<file path="config.mk">
export PLATFORM = sky130hd
export DESIGN_NAME = gene_activity_marker
export DESIGN_NICKNAME = d
export VERILOG_FILES = /design/src/rtl/gene_activity_marker.sv
export SDC_FILE = /design/constraint.sdc
export NUM_CORES = 1
export LEC_CHECK = 0
export ABC_AREA = 1
export BUFFER_PORTS_ARGS = -buffer_cell sky130_fd_sc_hd__buf_2
export CAP_MARGIN = 30
export CELL_PAD_IN_SITES_DETAIL_PLACEMENT = 0
export CELL_PAD_IN_SITES_GLOBAL_PLACEMENT = 1
export CORE_MARGIN = 5
export CORE_UTILIZATION = 51
export CTS_BUF_LIST = sky130_fd_sc_hd__clkbuf_2
export DETAILED_ROUTE_END_ITERATION = 12
export GPL_TIMING_DRIVEN = 0
export PLACE_DENSITY_LB_ADDON = 0.1
export SYNTH_ARGS = -nofsm -noshare
export SYNTH_HDL_FRONTEND = slang
export SYNTH_SLANG_ARGS = --single-unit
export TNS_END_PERCENT = 50
</file>
<file path="constraint.sdc">
create_clock -name clk -period 6.6 [get_ports clk]
set_input_delay 0.33 -clock clk [delete_from_list [all_inputs] [get_ports clk]]
set_output_delay 0.33 -clock clk [all_outputs]
set_load 0.01 [all_outputs]
</file>
<file path="src/rtl/gene_activity_marker.sv">
module gene_activity_marker #(
  parameter int N_IN  = 4,
  parameter int N_COL = 4,
  parameter int N_ROW = 2,
  parameter int N_OUT = 2,
  parameter int LBACK = 2,
  parameter int NN    = N_COL * N_ROW,
  parameter int LW    = $clog2(N_IN + NN) + 1,
  parameter int AW    = (NN > N_OUT) ? $clog2(NN) : $clog2(N_OUT + 1),
  parameter int CW    = $clog2(NN + 1)
) (
  input  logic                 clk,
  input  logic                 rst_n,
  input  logic                 ld_en,
  input  logic                 ld_out,
  input  logic [AW-1:0]        ld_addr,
  input  logic signed [LW-1:0] ld_src_a,
  input  logic signed [LW-1:0] ld_src_b,
  input  logic [1:0]           ld_kind,
  input  logic                 start,
  output logic                 done,
  output logic [NN-1:0]        active,
  output logic [CW-1:0]        n_active,
  output logic [CW-1:0]        n_junc,
  output logic [CW-1:0]        n_trans,
  output logic                 enc_err
);
  localparam int NL = N_IN + NN;
  localparam int IW = $clog2(NN);

  typedef enum logic [1:0] {S_IDLE, S_SEED, S_REV, S_FWD} st_t;
  st_t st;
  logic [IW-1:0] idx;

  logic signed [LW-1:0] src_a [NN];
  logic signed [LW-1:0] src_b [NN];
  logic [1:0]           kind  [NN];
  logic signed [LW-1:0] olab  [N_OUT];

  function automatic logic node_ok(input int i, input int x);
    int c, lo;
    c  = i / N_ROW;
    lo = (c - LBACK) * N_ROW;
    if (lo < 0) lo = 0;
    return (x >= N_IN + lo) && (x < N_IN + c * N_ROW);
  endfunction

  function automatic logic src_ok(input int i, input int x, input logic [1:0] k);
    return node_ok(i, x) ||
           (k < 2'd2 && ((x >= 0 && x < N_IN) || (x <= -2 && x >= 1 - N_IN)));
  endfunction

  always_ff @(posedge clk) begin
    if (ld_en && st == S_IDLE) begin
      if (ld_out) begin
        if (int'(ld_addr) < N_OUT) olab[ld_addr] <= ld_src_a;
      end else if (int'(ld_addr) < NN) begin
        src_a[ld_addr] <= ld_src_a;
        src_b[ld_addr] <= ld_src_b;
        kind[ld_addr]  <= ld_kind;
      end
    end
  end

  logic [NN-1:0] seedv, mark;
  logic          out_bad, junc_hit, bad, is_junc, hit;

  always_comb begin
    seedv   = '0;
    out_bad = 1'b0;
    for (int o = 0; o < N_OUT; o++) begin
      if (int'(olab[o]) < 0 || int'(olab[o]) >= NL) out_bad = 1'b1;
      for (int j = 0; j < NN; j++)
        if (int'(olab[o]) == N_IN + j) seedv[j] = 1'b1;
    end
  end

  always_comb begin
    int i, xa, xb;
    logic oka, okb;
    i   = int'(idx);
    xa  = int'(src_a[idx]);
    xb  = int'(src_b[idx]);
    oka = node_ok(i, xa);
    okb = node_ok(i, xb);
    mark     = '0;
    junc_hit = 1'b0;
    for (int j = 0; j < NN; j++) begin
      if ((oka && xa == N_IN + j) || (okb && xb == N_IN + j)) begin
        if (active[idx]) mark[j] = 1'b1;
        if (active[j])   junc_hit = 1'b1;
      end
    end
    bad = !src_ok(i, xa, kind[idx]) || !src_ok(i, xb, kind[idx]) || kind[idx] == 2'd3;
  end

  assign is_junc = (kind[idx] == 2'd2);
  assign hit     = active[idx] | (is_junc & junc_hit);

  always_ff @(posedge clk) begin
    if (!rst_n) begin
      st       <= S_IDLE;
      idx      <= '0;
      done     <= 1'b0;
      active   <= '0;
      n_active <= '0;
      n_junc   <= '0;
      n_trans  <= '0;
      enc_err  <= 1'b0;
    end else begin
      done <= 1'b0;
      case (st)
        S_IDLE: if (start) st <= S_SEED;
        S_SEED: begin
          active   <= seedv;
          enc_err  <= out_bad;
          n_active <= '0;
          n_junc   <= '0;
          n_trans  <= '0;
          idx      <= IW'(NN - 1);
          st       <= S_REV;
        end
        S_REV: begin
          active <= active | mark;
          if (idx == '0) st <= S_FWD;
          else idx <= idx - 1'b1;
        end
        S_FWD: begin
          active[idx] <= hit;
          n_active    <= n_active + CW'(hit);
          n_junc      <= n_junc + CW'(hit & is_junc);
          n_trans     <= n_trans + CW'(hit & (kind[idx] < 2'd2));
          enc_err     <= enc_err | bad;
          if (idx == IW'(NN - 1)) begin
            st   <= S_IDLE;
            done <= 1'b1;
          end else idx <= idx + 1'b1;
        end
        default: st <= S_IDLE;
      endcase
    end
  end

  p_done_pulse_r6: assert property (@(posedge clk) disable iff (!rst_n)
    done |=> !done);

  p_done_popcount_r7: assert property (@(posedge clk) disable iff (!rst_n)
    done |-> n_active == CW'($countones(active)));

  p_split_bound_r7: assert property (@(posedge clk) disable iff (!rst_n)
    done |-> ({1'b0, n_junc} + {1'b0, n_trans}) <= {1'b0, n_active});

  p_idle_hold_r8: assert property (@(posedge clk) disable iff (!rst_n)
    (st == S_IDLE && !start) |=> ($stable(active) && $stable(n_active) && $stable(enc_err)));

  p_rev_grows_r3: assert property (@(posedge clk) disable iff (!rst_n)
    (st == S_REV) |=> ((active & $past(active)) == $past(active)));
endmodule

</file>
==> run summary, run 1 <==
Reg2Reg Setup Slack = 3090 ps
syn nets = 802
core area = 0.0132 mm^2
min setup slack post-route = 3090 ps
Clk pwr share = 16.4%
clock sink total = 136
Synth Area in Compound Gates = 10.4%
worst vdd ir = 0.000164 V
Final Hold Vio Count = 0
Worst slew margin = 48.7%
initial antenna violation count = 0
die height = 126 um
Chip Width = 126 um
hpwl dp = 12,800 um
Final min period = 3510 ps
Setup Buffers After CTS = 0
# setup viols final = 0
initial drt markers = 529
CP endpoint kind = register
CTS tree = yes
Pint = 1600 uW
worst slew pin tran = 767 ps
FF-to-FF End = n_active[2]
P_sw = 1350 uW
RSZ-0062 raised after global routing = false
area grow syn2layout = 12.8%
hold_ws = 126 ps
post-synth top area cell = edfxtp_1
drc violations = 0
syn avg cell area = 8.99 um^2
Seq/Total Area, Yosys = 55.2%
I/O Pins = 42
EDFF count, synth = 106
crit path DAT = 4120 ps
worst slack, placed = 3160 ps
Post-Synth Adder-Cell Area = 3.76%
Tot GR Track Use = 22.9%
vias in the first global route = 5,329
Yosys warnings = 0
Clk Latency, worst-skew pair = 710 ps
hold path start = ld_addr[1]
share of cells above drive strength 1 = 14.0%
CTS buffer count = 17
Syn Inst Count = 762
Port-buffer cells = 41
Synth top area share = 46.5%
achievable frequency = 285 MHz
Comb pwr share = 48.4%
first-pass GRT wire length = 28,100 um
post-CTS sizing = 0
clk slew on worst S/H paths = 200 ps
Clock Path Buffers = 2
H-tree depth reported by CTS = 4
DR vias = 5,507
Syn Std Cell Area = 0.00685 mm^2
antenna-violating nets left = 0
Layout Skew = 31.0 ps
prevailing post-synth register cell = edfxtp_1
post-synthesis mux area share = 0%
sw frac = 45.8%
largest family of logic cells by synthesized area = simple AND/OR/NAND/NOR gates
Pre-antenna DRT Iters = 6
TNS Setup = 0 ps
Worst R2R Path Depth = 20
pin count of the biggest net entering global routing = 17
Remaining Overflow, GRT = 0
worst hold-check path type = in2reg
most frequent cell after synthesis = nand2_1
die area = 0.0158 mm^2
Avg Vias per Cell = 5.33
Inserted Diodes = 0
routed len/inst = 16.9 um
Row Count = 42
Yosys cell types = 37
final wirelength = 17,400 um
leakage = 0.00329 uW
Synth Area in XOR/XNOR = 0.256%
hold buffers post-CTS = 14
Post-Synth Simple-Gate Area = 21.8%
Hold Path End = kind[0][0]
outcome = complete, no violations
CP Class = reg2reg
Starting Density = 51.9%
Total Nets Final = 884
Max-Cap Viols = 0
Pwr Total = 2960 uW
Yosys reg bits = 136
Final GP Congestion = 0.869
max-slew violation count = 0
ranking of synthesized cells by area = edfxtp_1 (46%), nand2_1 (9.8%), dfxtp_1 (8.8%), inv_1 (5.8%), nor2_1 (4.3%)
Post-synth top cells = nand2_1 (178), edfxtp_1 (106), inv_1 (106)
root buf cell = clkbuf_2
Worst Path Max Fanout = 10
asr flop ratio synth = 0%
WHS Path Cells = 4
critical path launch point type = register
final period utilization = 53.3%
Critical Path RT = 7210 ps
total power divided by cell area = 383 mW/mm^2
Flop pwr share = 35.2%
-- worst max-delay path by stage --
stage	startpoint	to	slack, ps	depth (start not counted)
2_1_floorplan	register	n_active[1]	3890	24
3_3_place_gp	register	n_active[2]	3210	20
3_5_place_dp	register	n_active[2]	3160	20
4_1_cts	register	n_active[2]	3140	20
5_1_grt	register	n_active[2]	2790	22
6_report	register	n_active[2]	3090	20
-- per-layer routing --
layer  vias to the layer above  GRT usage (%)  wire length [um]
li1                       2727              -                 -
met1                      2559           32.2              7910
met2                       204           35.3              7960
met3                        17           5.93              1360
met4                         0           6.56               178
met5                         -              0                 0
-- sequential cells by signal (all words and copies together), names as in the netlist, named ones only --
register,cells
src_a,40
src_b,40
n_trans,4
done,1
n_active,4
enc_err,1
n_junc,4
active,8
olab,10
kind,16
st,2
idx,3
-- placed cells by master (no fill, tap or decap), types with 3 or more instances in the layout --
cell,n
a211oi_1,4
a21oi_1,32
a221oi_1,8
a31oi_1,3
buf_2,49
buf_4,7
buf_6,11
clkbuf_1,4
clkbuf_2,17
clkinv_2,5
clkinvlp_4,4
dfxtp_1,30
dlygate4sd3_1,14
edfxtp_1,106
ha_1,19
inv_1,106
inv_2,5
inv_6,4
nand2_1,178
nand2_2,7
nand3_1,58
nand4_1,18
nor2_1,79
nor3_1,4
o211ai_1,4
o21ai_0,31
o21ai_1,13
o21ai_4,3
o22ai_1,14
-- kinds of logic (layout without fill, tap and decap cells) --
group | Yosys count | in the layout
simple gates | 350 | 350
compound gates | 118 | 118
flops | 136 | 136
fa+ha+maj | 20 | 20
buf+inv | 136 | 231
xor+xnor | 2 | 2
-- cell type report --
type,instances,area (um^2)
Fill cell,1207,5460
Sequential cell,136,3780
Multi-Input combinational cell,490,2480
Inverter,112,425
Timing Repair Buffer,63,424
Tap cell,176,220
Buffer,24,160
Clock inverter,15,150
Clock buffer,17,85.1
-- power by group through the flow --
stage / combinational [uW] / sequential [uW] / clock, uW
final: 1430 / 1040 / 485
after global placement: 1390 / 1060 / 0
after detailed placement: 1410 / 1060 / 0
after floorplan: 1020 / 1060 / 0
after CTS: 1420 / 1040 / 499
after global routing: 1620 / 1050 / 542
-- through the flow --
stage | util, % | cells | area (um^2)
global route | 58.6 | 1033 | 7730
CTS | 58.6 | 1033 | 7730
global placement | 55.2 | 979 | 7270
floorplan | - | 762 | 6850
finish | 58.6 | 1033 | 7730
detailed placement | 55.7 | 987 | 7350
-- worst max-delay path, stage by stage (launching register included) --
cell	delay [ps]
dfxtp_1	360
buf_2	220
buf_2	340
nand3_1	110
nand2_1	260
inv_1	110
ha_1	220
nor2_4	200
nand4_1	220
nand2_1	140
nand2_1	60
nand2_1	50
nor2_1	40
nand2_1	150
nand2_1	120
nand2_4	160
ha_1	200
ha_1	140
nand2_1	60
o211ai_1	180
a21oi_1	70
Power figures use the tool's default switching activity.
==> inputs of run 2 (changes only) <==
--- a/config.mk
+++ b/config.mk
@@ -11,7 +11,7 @@
 export CELL_PAD_IN_SITES_DETAIL_PLACEMENT = 0
 export CELL_PAD_IN_SITES_GLOBAL_PLACEMENT = 1
 export CORE_MARGIN = 5
-export CORE_UTILIZATION = 51
+export CORE_UTILIZATION = 44
 export CTS_BUF_LIST = sky130_fd_sc_hd__clkbuf_2
 export DETAILED_ROUTE_END_ITERATION = 12
 export GPL_TIMING_DRIVEN = 0
==> constraint.sdc (replaced) <==
create_clock -name clk -period 2.9 [get_ports clk]
set_input_delay 0.145 -clock clk [delete_from_list [all_inputs] [get_ports clk]]
set_output_delay 0.145 -clock clk [all_outputs]
set_load 0.01 [all_outputs]
==> run 2 against run 1 <==
Against the previous run:
- the flow now finishes with violations (setup timing)
- die area is 15% higher
- core utilization is 2.6 points lower
- worst setup slack worse by 3300 ps
- flip-flop and latch count stayed put
- critical path depth is 3 higher
- sequential power rose by 130%
- critical path type unchanged
- highest routed layer unchanged
==> run summary, run 2 (synthesis results as in run 1) <==
core area = 0.0153 mm^2
Design Area, Final = 0.00855 mm^2
area grow syn2layout = 24.8%
Worst Path Max Fanout = 10
worst slew pin tran = 986 ps
most frequent cells in the layout = nand2_1 (157), inv_1 (106), edfxtp_1 (106), nor2_1 (65), nand3_1 (51)
CP Class = reg2reg
hold_ws = 239 ps
Worst slew margin = 34.2%
share of cells above drive strength 1 = 23.8%
Pre-antenna DRT Iters = 7
total power divided by cell area = 916 mW/mm^2
Final min period = 3130 ps
final period utilization = 108%
Comb pwr share = 56.2%
RSZ-0062 raised after global routing = true
leakage = 0.00354 uW
CP endpoint kind = register
clock sink total = 136
pin count of the biggest net entering global routing = 17
placed cell areas = 0.00738 mm^2
Clock Path Buffers = 2
DR vias = 5,816
worst hold-check path type = in2reg
I/O Pins = 42
Port-buffer cells = 41
achievable frequency = 320 MHz
Remaining Overflow, GRT = 0
# setup viols final = 9
die height = 135 um
Clk pwr share = 13.2%
H-tree depth reported by CTS = 4
critical path launch point type = register
outcome = complete, but fails checks
Chip Width = 135 um
Final GP Congestion = 0.871
commonest non-fill, non-tap cell in the layout = nand2_1
antenna-violating nets left = 0
hpwl dp = 13,000 um
Critical Path RT = 3530 ps
drc violations = 0
min setup slack post-route = -226 ps
Clk Latency, worst-skew pair = 710 ps
Placed Instances = 1,019
CP max stage delay = 420 ps
P_sw = 3630 uW
most frequent CP cell = nand2_2
Avg Vias per Cell = 5.24
Total Nets Final = 925
Layout Skew = 41.8 ps
Max-Cap Viols = 0
initial drt markers = 443
Slowest cell on crit path = dfxtp_4
final wirelength = 19,200 um
vias in the first global route = 5,647
die area = 0.0182 mm^2
Core Util, Final = 56.0%
violated checks = setup timing
CTS buffer count = 17
Final Hold Vio Count = 0
CTS tree = yes
Inserted Diodes = 0
Pint = 4200 uW
worst vdd ir = 0.000414 V
Tot GR Track Use = 21.7%
Starting Density = 44.9%
clk slew on worst S/H paths = 200 ps
routed len/inst = 17.3 um
Row Count = 45
root buf cell = clkbuf_2
post-route insts no fill = 1,109
Fillers = 1,399
TNS Setup = -1170 ps
Largest regs = src_a x40, src_b x40, kind x16
first-pass GRT wire length = 30,000 um
sw frac = 46.3%
max-slew violation count = 0
initial antenna violation count = 0
crit path DAT = 3750 ps
crit path cell chain = buf_12 > clkinv_8 > buf_6 > o21ai_1 > nand3_1 > nand2_2 > ha_4 > nand2_2 > nand2_2 > nand2_4 > nand2_4 > nand4_1 > nand2_1 > nand2_1 > nand2_1 > nor2_2 > nand2_2 > o21a_1 > ha_4 > ha_4 > nand2_2 > o211ai_1 > a21oi_1
Flop pwr share = 30.6%
-- run 2: area by class of cell --
class	instances	area (um^2)	area share, %
buffer	24	231	2.71
inverter	112	433	5.06
multi-input combinational	495	2850	33.3
tap	211	264	3.09
clock inverter	14	123	1.43
sequential	136	3790	44.3
clock buffer	18	90.1	1.05
timing repair buffer	99	768	8.99
-- run 2: final timing paths --
path	startpoint	to	slack [ps]	cells past startpoint
worst max-delay path	register	n_junc[2]	-230	23
worst max register to register	register	n_junc[2]	-230	23
worst min register to register	n_active[3]	n_active[3]	480	1
worst min-delay path	ld_kind[1]	kind[5][1]	240	2
-- run 2: power by group through the flow --
stage,Sequential [uW],Combinational [uW],Clock [uW]
5_1_grt,2420,4790,1150
6_report,2390,4400,1040
2_1_floorplan,2400,2320,0
3_3_place_gp,2410,3190,0
3_5_place_dp,2410,3270,0
4_1_cts,2390,4090,1070
-- run 2: repair_timing --
| item | in CTS | in global routing |
|---|---|---|
| hold buffers | 22 | 0 |
| gates resized for setup | 67 | 37 |
| buffers inserted | 27 | 2 |
| gates cloned | 7 | 1 |
| pin swaps | 14 | 42 |
| hold endpoints to repair | 154 | 0 |
| endpoints found under the setup margin | 16 | 18 |
-- run 2: per-stage QoR --
| step | setup slack (ps) | power, uW |
|---|---|---|
| after floorplan | 191 | 4720 |
| after global placement | -493 | 5600 |
| after detailed placement | -516 | 5690 |
| after CTS | -181 | 7540 |
| after global routing | -413 | 8350 |
| final | -226 | 7830 |
-- run 2: worst max-delay path, delay by kind of cell, from the launching register on --
family / cells / cell delay [ps]
compound gates: 4 / 600
fa+ha+maj: 3 / 550
buf+inv: 3 / 360
flops: 1 / 420
simple gates: 13 / 1140
-- run 2: routing by layer --
metal / GRT usage [%] / vias to the layer above / wire length [um]
met5: 0 / - / 0
met4: 7.24 / 0 / 490
met3: 4.32 / 36 / 1250
met2: 33.2 / 203 / 8640
met1: 30.9 / 2753 / 8800
li1: - / 2824 / -
==> inputs of run 3 (changes only) <==
--- a/config.mk
+++ b/config.mk
@@ -7,14 +7,13 @@
 export LEC_CHECK = 0
 export ABC_AREA = 1
 export BUFFER_PORTS_ARGS = -buffer_cell sky130_fd_sc_hd__buf_2
-export CAP_MARGIN = 30
 export CELL_PAD_IN_SITES_DETAIL_PLACEMENT = 0
 export CELL_PAD_IN_SITES_GLOBAL_PLACEMENT = 1
 export CORE_MARGIN = 5
 export CORE_UTILIZATION = 44
 export CTS_BUF_LIST = sky130_fd_sc_hd__clkbuf_2
 export DETAILED_ROUTE_END_ITERATION = 12
-export GPL_TIMING_DRIVEN = 0
+export HOLD_SLACK_MARGIN = 0.08
 export PLACE_DENSITY_LB_ADDON = 0.1
 export SYNTH_ARGS = -nofsm -noshare
 export SYNTH_HDL_FRONTEND = slang
==> run 3 against run 2 <==
Against the previous run:
- the run still ends with setup timing left
- worst hold slack improved by 12 ps
- sequential power is essentially flat
- die area stayed put
- routed wire length shrank 4.4%
- flip-flop and latch count stayed put
- clock power grew 26%
- final cell count is 0.54% higher
- first-iteration DRC count grew 16%
- core utilization fell by 0.33 points
- critical endpoint unchanged
- largest power group unchanged
==> run summary, run 3 (synthesis results as in run 1) <==
crit path DAT = 3700 ps
min setup slack post-route = -160 ps
final period utilization = 106%
Total Nets Final = 930
Clk Latency, worst-skew pair = 690 ps
root buf cell = clkbuf_2
violated checks = setup timing
Layout Skew = 39.6 ps
outcome = complete, but fails checks
Pre-antenna DRT Iters = 6
RSZ-0062 raised after global routing = true
worst path bufs/invs = 1
die height = 135 um
total power divided by cell area = 908 mW/mm^2
Row Count = 45
Max-Cap Viols = 0
hold path start = ld_src_b[3]
CTS tree = yes
most frequent cells in the layout = nand2_1 (166), inv_1 (106), edfxtp_1 (106), nor2_1 (76), buf_4 (58)
antenna-violating nets left = 0
achievable frequency = 327 MHz
# setup viols final = 6
worst vdd ir = 0.000465 V
vias in the first global route = 5,421
Final min period = 3060 ps
Largest regs = src_a x40, src_b x40, kind x16
CTS buffer count = 17
share of cells above drive strength 1 = 21.8%
drc violations = 0
area grow syn2layout = 24.1%
clock sink total = 136
CP delay by family, top = simple AND/OR/NAND/NOR gates
FF-to-FF End = n_junc[2]
pin count of the biggest net entering global routing = 22
initial drt markers = 515
CP Class = reg2reg
routed len/inst = 16.4 um
Worst R2R Path Depth = 23
FF/Latch Area = 0.00379 mm^2
Clock Path Buffers = 2
first-pass GRT wire length = 28,800 um
Reg2Reg Setup Slack = -160 ps
Critical Path RT = 3540 ps
final wirelength = 18,300 um
Starting Density = 44.9%
CP endpoint kind = register
commonest non-fill, non-tap cell in the layout = nand2_1
leakage = 0.00359 uW
CP Depth = 23
Fillers = 1,393
post-route insts no fill = 1,115
core area = 0.0153 mm^2
DR vias = 5,703
clk slew on worst S/H paths = 220 ps
critical path launch point type = register
hpwl dp = 12,400 um
Final Hold Vio Count = 0
worst hold-check path type = in2reg
Avg Vias per Cell = 5.11
worst slew pin tran = 764 ps
Hold Path End = src_b[7][3]
Worst Path Max Fanout = 6
I/O Pins = 42
initial antenna violation count = 1
Design Area, Final = 0.00850 mm^2
WHS Path Cells = 2
CP max stage delay = 490 ps
die area = 0.0182 mm^2
TNS Setup = -665 ps
Port-buffer cells = 41
max-slew violation count = 0
Placed Instances = 1,042
Final GP Congestion = 0.903
Remaining Overflow, GRT = 0
placed cell areas = 0.00757 mm^2
worst slack, placed = -136 ps
Multi-input gate area = 0.00271 mm^2
H-tree depth reported by CTS = 4
most frequent CP cell = nand2_1
Slowest cell on crit path = dfxtp_4
Chip Width = 135 um
Worst slew margin = 48.9%
crit path cell chain = buf_12 > nor2_2 > nor2_1 > o21ai_1 > nand3_1 > nand2_2 > ha_4 > nand2_1 > nand2_1 > nand2_2 > nand2_4 > nand4_1 > nand2_1 > nand2_1 > nand2_1 > nor2_1 > nand2_2 > o21a_1 > ha_4 > ha_4 > nand2_2 > o211ai_1 > a21oi_1
Tot GR Track Use = 20.7%
==> run 3: changes by cell type in the layout (fill, tap and decap cells not counted), moves of 8 or more <==
cell     change
nor2_2      -12
buf_6       -10
nand2_1      +9
buf_4       +26
nor2_1      +11
nand2_4      -8
==> run 3: final cells by class <==
class | count | share of cell area [%]
timing repair inverter | 1 | 0.0736
clock inverter | 13 | 2.30
timing repair buffer | 130 | 11.9
inverter | 112 | 5.04
sequential | 136 | 44.6
clock buffer | 19 | 1.12
tap | 211 | 3.11
antenna | 1 | 0.0294
multi-input combinational | 492 | 31.9
==> run 3: layer usage <==
| metal | up-vias | global-route usage [%] | share of wire [%] |
|---|---|---|---|
| li1 | 2823 | - | - |
| met1 | 2708 | 29.9 | 48 |
| met2 | 149 | 31.4 | 45 |
| met3 | 23 | 4.69 | 5.1 |
| met4 | 0 | 5.88 | 1.4 |
| met5 | - | 0 | 0 |
==> run 3: worst max path at each step <==
stage / from / end / slack, ps
2_1_floorplan: register / n_active[1] / 190
3_3_place_gp: register / n_active[3] / -110
3_5_place_dp: register / n_active[3] / -140
4_1_cts: register / n_junc[3] / -20
5_1_grt: register / n_junc[2] / -330
6_report: register / n_junc[2] / -160
==> run 3: what timing repair did <==
action	4_1_cts	5_1_grt
gates cloned	3	1
endpoints found under the hold margin	226	0
buffers inserted	10	1
pin swaps	6	19
hold buffers	25	0
gates resized for setup	23	25
setup endpoints to repair	6	16
==> run 3: per-stage QoR <==
stage | hold slack (ps) | util, % | power, uW
after detailed placement | 424 | 49.6 | 5870
final | 252 | 55.7 | 7720
after global placement | 414 | 49.6 | 5820
after floorplan | 244 | - | 4720
after global routing | 180 | 55.7 | 8270
after CTS | 189 | 54.8 | 7590
==> run 3: worst reg2reg max path, stage by stage (launching register included) <==
cell	delay [ps]
dfxtp_4	490
buf_12	140
nor2_2	40
nor2_1	110
o21ai_1	80
nand3_1	120
nand2_2	100
ha_4	220
nand2_1	60
nand2_1	60
nand2_2	110
nand2_4	80
nand4_1	170
nand2_1	80
nand2_1	80
nand2_1	50
nor2_1	120
nand2_2	110
o21a_1	230
ha_4	170
ha_4	150
nand2_2	70
o211ai_1	80
a21oi_1	140
==> run 3: report_power, final <==
part	total, uW	switching [uW]	leakage [uW]	internal [uW]
Clock	1310	724	0.000168	587
Combinational	4010	2500	0.00222	1510
Sequential	2400	155	0.00120	2240
